$ cat config.mk
export PLATFORM = sky130hd
export DESIGN_NAME = cclk_gen
export DESIGN_NICKNAME = d
export VERILOG_FILES = /design/src/rtl/cclk_pkg.sv /design/src/rtl/cclk_decode.sv /design/src/rtl/cclk_run.sv /design/src/rtl/cclk_core.sv /design/src/rtl/cclk_bypass.sv /design/src/rtl/cclk_gen.sv
export SDC_FILE = /design/constraint.sdc
export NUM_CORES = 1
export LEC_CHECK = 0
export ABC_CLOCK_PERIOD_IN_PS = 6100
export BUFFER_PORTS_ARGS = -buffer_cell sky130_fd_sc_hd__clkbuf_2
export CORE_ASPECT_RATIO = 0.7
export CORE_MARGIN = 5
export CORE_UTILIZATION = 61
export CTS_BUF_LIST = sky130_fd_sc_hd__clkbuf_16
export CTS_CLUSTER_SIZE = 10
export DETAILED_ROUTE_END_ITERATION = 7
export PLACE_DENSITY = 0.82
export SYNTH_ARGS = -nofsm -noshare
export SYNTH_HDL_FRONTEND = slang
export SYNTH_HIERARCHICAL = 1
export SYNTH_SLANG_ARGS = --single-unit
$ cat constraint.sdc
create_clock -name clk -period 6.1 [get_ports clk]
set_input_delay 0.915 -clock clk [delete_from_list [all_inputs] [get_ports clk]]
set_output_delay 0.915 -clock clk [all_outputs]
set_load 0.05 [all_outputs]
$ cat src/rtl/cclk_pkg.sv
package cclk_pkg;

    localparam int DIV_W     = 8;
    localparam int CNT_W     = DIV_W + 1;
    localparam int CTRL_W    = 15;
    localparam int EN_BIT    = 8;
    localparam int PSAVE_BIT = 9;
    localparam int BYP_BIT   = 10;
    localparam int W4_BIT    = 11;
    localparam int W8_BIT    = 12;

    typedef logic [DIV_W-1:0] div_t;
    typedef logic [CNT_W-1:0] cnt_t;

    typedef enum logic [1:0] {
        BW_ONE   = 2'd0,
        BW_FOUR  = 2'd1,
        BW_EIGHT = 2'd2
    } bw_e;

    typedef enum logic {
        FORM_EVEN = 1'b0,
        FORM_ANY  = 1'b1
    } form_e;

    // Settings that shape one period of the divided clock.
    typedef struct packed {
        div_t  div;
        form_e form;
    } act_t;

    // Fully decoded control word.
    typedef struct packed {
        act_t  shape;
        logic  en;
        logic  psave;
        logic  byp;
        logic  flow;
        bw_e   width;
    } cfg_t;

    function automatic cnt_t high_len(div_t d, form_e f);
        cnt_t p;
        cnt_t r;
        if (f == FORM_EVEN) begin
            r = cnt_t'(d) + cnt_t'(1);
        end else begin
            p = cnt_t'(d) + cnt_t'(2);
            r = p >> 1;
        end
        return r;
    endfunction

    function automatic cnt_t low_len(div_t d, form_e f);
        cnt_t p;
        cnt_t r;
        if (f == FORM_EVEN) begin
            r = cnt_t'(d) + cnt_t'(1);
        end else begin
            p = cnt_t'(d) + cnt_t'(2);
            r = p - (p >> 1);
        end
        return r;
    endfunction

    function automatic bw_e width_code(logic w4, logic w8);
        bw_e r;
        if (w8)      r = BW_EIGHT;
        else if (w4) r = BW_FOUR;
        else         r = BW_ONE;
        return r;
    endfunction

endpackage

$ cat src/rtl/cclk_decode.sv
module cclk_decode
    import cclk_pkg::*;
#(
    parameter int FLOW_BIT = 13
) (
    input  logic [CTRL_W-1:0] ctrl,
    output cfg_t              cfg
);

    logic flow_sel;
    logic form_sel;

    // The flow-control bit and the formula bit share positions 13 and 14.
    if (FLOW_BIT == 13) begin : g_flow_low
        assign flow_sel = ctrl[13];
        assign form_sel = ctrl[14];
    end else begin : g_flow_high
        assign flow_sel = ctrl[14];
        assign form_sel = ctrl[13];
    end

    always_comb begin
        cfg.shape.div  = ctrl[DIV_W-1:0];
        cfg.shape.form = form_sel ? FORM_ANY : FORM_EVEN;
        cfg.en         = ctrl[EN_BIT];
        cfg.psave      = ctrl[PSAVE_BIT];
        cfg.byp        = ctrl[BYP_BIT];
        cfg.flow       = flow_sel;
        cfg.width      = width_code(ctrl[W4_BIT], ctrl[W8_BIT]);
    end

endmodule

$ cat src/rtl/cclk_run.sv
module cclk_run (
    input  logic en,
    input  logic psave,
    input  logic flow,
    input  logic xfer_active,
    input  logic xfer_write,
    input  logic txq_empty,
    input  logic rxq_full,
    input  logic bus_idle,
    output logic run
);

    logic q_blocked;
    logic stall;
    logic idle_stop;

    always_comb begin
        q_blocked = xfer_write ? txq_empty : rxq_full;
        stall     = flow & xfer_active & q_blocked;
        idle_stop = psave & bus_idle;
        run       = en & ~stall & ~idle_stop;
    end

endmodule

$ cat src/rtl/cclk_core.sv
module cclk_core
    import cclk_pkg::*;
(
    input  logic clk,
    input  logic rst,
    input  logic run,
    input  logic byp_req,
    input  act_t nxt,
    output logic div_q,
    output logic byp_act,
    output act_t act
);

    cnt_t ph_cnt;
    cnt_t hi_len;
    cnt_t lo_len;
    logic hi_done;
    logic lo_done;

    always_comb begin
        hi_len  = high_len(act.div, act.form);
        lo_len  = low_len(act.div, act.form);
        hi_done = (ph_cnt == hi_len - cnt_t'(1));
        lo_done = (ph_cnt >= lo_len - cnt_t'(1));
    end

    always_ff @(posedge clk) begin
        if (rst) begin
            div_q    <= 1'b0;
            byp_act  <= 1'b0;
            ph_cnt   <= '0;
            act.div  <= '0;
            act.form <= FORM_EVEN;
        end else if (div_q) begin
            // High phase always runs to its full length.
            if (hi_done) begin
                div_q  <= 1'b0;
                ph_cnt <= '0;
            end else begin
                ph_cnt <= ph_cnt + cnt_t'(1);
            end
        end else if (lo_done) begin
            // Low phase complete: safe point for mode and setting changes.
            byp_act <= byp_req;
            if (run && !byp_req) begin
                div_q  <= 1'b1;
                ph_cnt <= '0;
                act    <= nxt;
            end
        end else begin
            ph_cnt <= ph_cnt + cnt_t'(1);
        end
    end

endmodule

$ cat src/rtl/cclk_bypass.sv
module cclk_bypass (
    input  logic clk,
    input  logic rst,
    input  logic byp_act,
    input  logic run,
    input  logic div_q,
    output logic card_clk
);

    logic gate_q;

    // Gate moves only while the master clock is low, so no partial pulse.
    always_ff @(negedge clk) begin
        if (rst) gate_q <= 1'b0;
        else     gate_q <= byp_act & run;
    end

    assign card_clk = div_q | (clk & gate_q);

endmodule

$ cat src/rtl/cclk_gen.sv
module cclk_gen
    import cclk_pkg::*;
#(
    parameter int FLOW_BIT = 13
) (
    input  logic              clk,
    input  logic              rst,
    input  logic [CTRL_W-1:0] ctrl_word,
    input  logic              xfer_active,
    input  logic              xfer_write,
    input  logic              txq_empty,
    input  logic              rxq_full,
    input  logic              bus_idle,
    output logic              card_clk,
    output logic [1:0]        bus_width
);

    cfg_t cfg;
    logic run;
    logic div_q;
    logic byp_act;
    act_t act;

    cclk_decode #(.FLOW_BIT(FLOW_BIT)) u_decode (
        .ctrl (ctrl_word),
        .cfg  (cfg)
    );

    cclk_run u_run (
        .en          (cfg.en),
        .psave       (cfg.psave),
        .flow        (cfg.flow),
        .xfer_active (xfer_active),
        .xfer_write  (xfer_write),
        .txq_empty   (txq_empty),
        .rxq_full    (rxq_full),
        .bus_idle    (bus_idle),
        .run         (run)
    );

    cclk_core u_core (
        .clk     (clk),
        .rst     (rst),
        .run     (run),
        .byp_req (cfg.byp),
        .nxt     (cfg.shape),
        .div_q   (div_q),
        .byp_act (byp_act),
        .act     (act)
    );

    cclk_bypass u_byp (
        .clk      (clk),
        .rst      (rst),
        .byp_act  (byp_act),
        .run      (run),
        .div_q    (div_q),
        .card_clk (card_clk)
    );

    assign bus_width = cfg.width;

endmodule

==> impl_results.md <==
* Outcome: completed
* Maximum fanout along the worst path at 13
* CP required at 6.35 ns
* Sw Pwr at 0.866 mW
* Slowest cell on crit path: dfxtp_1
* # DRC at 0
* Mux contribution to synthesized area at 6.14%
* Internal Power at a little over 0.8 mW
* Total grt overflow at 0
* Synth Flop Type: dfxtp_1
* Core footprint at between 4000 and 5000 um2
* RSZ-0062 raised after global routing: false
* Aggregate global-route resource usage at 24.3%
* XOR/XNOR share of the synthesized area at 13.2%
* Worst Path Arrival at 5.47 ns
* Fin crit period at ~5.2 ns
* Lkg Pwr at roughly 1.2 nW
* Post-synthesis compound-gate area fraction at around 20%
* Max-cap viol count at 0
* WL per Instance at between 15 and 20 um
* CP delay by family, top: simple AND/OR/NAND/NOR gates
* Synth warn at 6
* Synth unique cells at 63
* Post-CTS Setup Bufs at 0
* Multi-input gate area at 1990 um2
* Nets at approximately 400
* # fillers at around 370
* GP Congestion at between 0.9 and 1
* Worst Hold Class: reg2reg
* PostCTS Resize Cnt at 0
* Critical path class: reg2reg
* Placed wire-length estimate at around 4800 um
* WP buf/inv at 1
* Commonest non-fill, non-tap cell in the layout: nor2_1
* Most frequent cells in the layout: 28 x nor2_1, 24 x clkbuf_2, 22 x nand3_1, 22 x nand2_1
* Final Hold Vio Count at 0
* Register area at 420 um2
* First-pass GRT wire length at roughly 11,000 um
* Fin Setup TNS at 0 ns
* Worst Skew at just over 0.09 ns
* Initial core utilization at between 60% and 70%
* Rows at 20
* Number of antenna violations at the first check in global routing at 0
* Die H at 65.5 um
* Area delta synth->final at 5.82%
* Die Wd at about 90 um
* Core Util, Final at approximately two thirds
* Dpl ws at about 0.97 ns
* Final setup margin at around 0.88 ns
* Post-DRT Antenna Nets at 0
* Io pins at 25
* Syn avg cell area at approximately 7.7 um2
* Relative slew slack at 58.3%
* Clk Latency, worst-skew pair at around 0.46 ns
* Syn_nets at around 400
* Post-synth EDFFs at 0
* Initial DRC count at between 200 and 250
* Sw Share at between 50% and 60%
* CP startpoint kind: register
* Post-synth top area cell: dfxtp_1
* Number of global-route vias before repair at roughly 2,400
* Top post-synthesis cells by area: dfxtp_1 16%, ha_1 9.8%, xnor2_1 6.8%
* Final Setup Violations at 0
* Die area at roughly 5900 um2
* Critical path capture point type: register
* Combinational Power Share at between 70 and 80%
* Fin. max-slew vios at 0
* Adder-cell share of the synthesized area at under 10%
* Highest clock rate at 0.192 GHz
* Ys async rst share at 0%
* CP Cell Sequence: ha_1 -> xor2_1 -> inv_2 -> ha_1 -> a211oi_2 -> mux2i_1 -> mux2i_1 -> nor2_1 -> nor3b_1 -> xor2_1 -> ha_1 -> o21ai_0 -> o21ai_0 -> and3b_1 -> mux2i_1 -> nor2_1
* Synthesized area at roughly 2700 um2
* Max VDD drop at 487 uV
* Total number of vias at 2,587
* CTS tree: yes
* Simple-gate share of the synthesized area at approximately a quarter
* Worst-path clk slew at 0.06 ns
* # diodes at 0
* Share of the synthesized area in the top cell type at roughly 16%
* Largest family of logic cells by synthesized area: simple AND/OR/NAND/NOR gates
* Hold buffers post-CTS at 0
* Slowest Stage Delay on Critical Path at roughly 0.62 ns
* Layout cell share with drive strength beyond 1 at 14.0%
* Detailed Route WL at about 6600 um
* Port bufs at 24
* Clock network power share at between 10% and 20%
* DR pass1 iterations at 5
* Synth Register Bits at 21
* PwrDens at between 500 and 600 nW/um2
* Seq/Total Area, Yosys at between 10% and 20%
* Final Cycle Share at a little under nine tenths
* Sequential fraction of design power at between 10 and 15%
* Worst-margin pin slew at slightly above 0.6 ns
* Synth Instances at around 350
* Largest net degree at the start of global routing at 34
* Number of vias per cell at between 6 and 7
==> cells in the mapped netlist (3+ instances only) <==
library cell and n:
nor2_1 28, nand2_1 22, nand3_1 22, dfxtp_1 21, ha_1 21, xnor2_1 21
a21oi_1 18, buf_4 17, inv_1 17, mux2i_1 15, xor2_1 13, o21ai_0 11
a31oi_1 9, nand4_1 9, nor3_1 8, and3_1 7, or3_1 7, clkbuf_1 6
a21o_1 5, a211oi_1 4, a41oi_1 4, buf_6 4, nand2b_1 4, inv_2 3
o21a_1 3, o21ai_1 3
==> final timing paths <==
check | from | to | slack [ns] | cells after the start
setup reg to reg | u_core/act[2] | u_core/act[2] | 0.88 | 16
hold reg to reg | u_core/byp_act | u_core/byp_act | 0.48 | 2
hold / removal | u_core/byp_act | u_core/byp_act | 0.48 | 2
setup / recovery | u_core/act[2] | u_core/act[2] | 0.88 | 16
==> per-layer routing <==
layer / global-route usage [%] / up-vias / routed length (um)
met5: 0 / - / 0
met4: 8.55 / 0 / 88
met3: 4.14 / 10 / 506
met2: 36.6 / 121 / 2930
met1: 34.6 / 1198 / 3050
li1: - / 1258 / -
==> through the flow <==
step | hold WS (ns) | power (mW) | area, um2 | instances
5_1_grt | 0.523 | 1.82 | 2850 | 406
6_report | 0.484 | 1.67 | 2850 | 406
4_1_cts | 0.494 | 1.65 | 2850 | 406
2_1_floorplan | 0.432 | 1.19 | 2690 | 347
3_3_place_gp | 0.445 | 1.35 | 2690 | 399
3_5_place_dp | 0.456 | 1.38 | 2690 | 399
==> power groups by stage <==
stage               registers [mW]  clock network (mW)  logic [mW]
floorplan                    0.199              0.0183       0.972
global placement             0.234              0.0212        1.10
detailed placement           0.235              0.0212        1.12
CTS                          0.234               0.267        1.15
global route                 0.243               0.278        1.29
finish                       0.235               0.262        1.17
==> worst min-delay path, stage by stage, from the launching register on <==
cell and delay, ns:
dfxtp_1 0.32, nand2_1 0.06, a21oi_1 0.06
==> final cells by class <==
type,instances,area share (%)
repair buffers,25,4.57
multi-input cells,276,69.8
flip-flops and latches,21,14.8
well taps,55,2.42
inverters,20,2.64
clock buffers,7,5.45
clock inverters,2,0.352
==> logic make-up after synthesis <==
logic type               count (synthesis)
flip-flops                              21
buffers and inverters                   50
XOR/XNOR                                37
adder cells (fa/ha/maj)                 21
AO/OA/AOI/OAI                           78
AND/OR/NAND/NOR                        124
multiplexers                            16
==> registers in the layout, indices dropped and copies added, names as in the netlist <==
register,cells
u_byp/gate_q,1
u_core/act,9
u_core/byp_act,1
u_core/div_q,1
u_core/ph_cnt,9
Note: power is estimated with default switching activity, not from simulation.
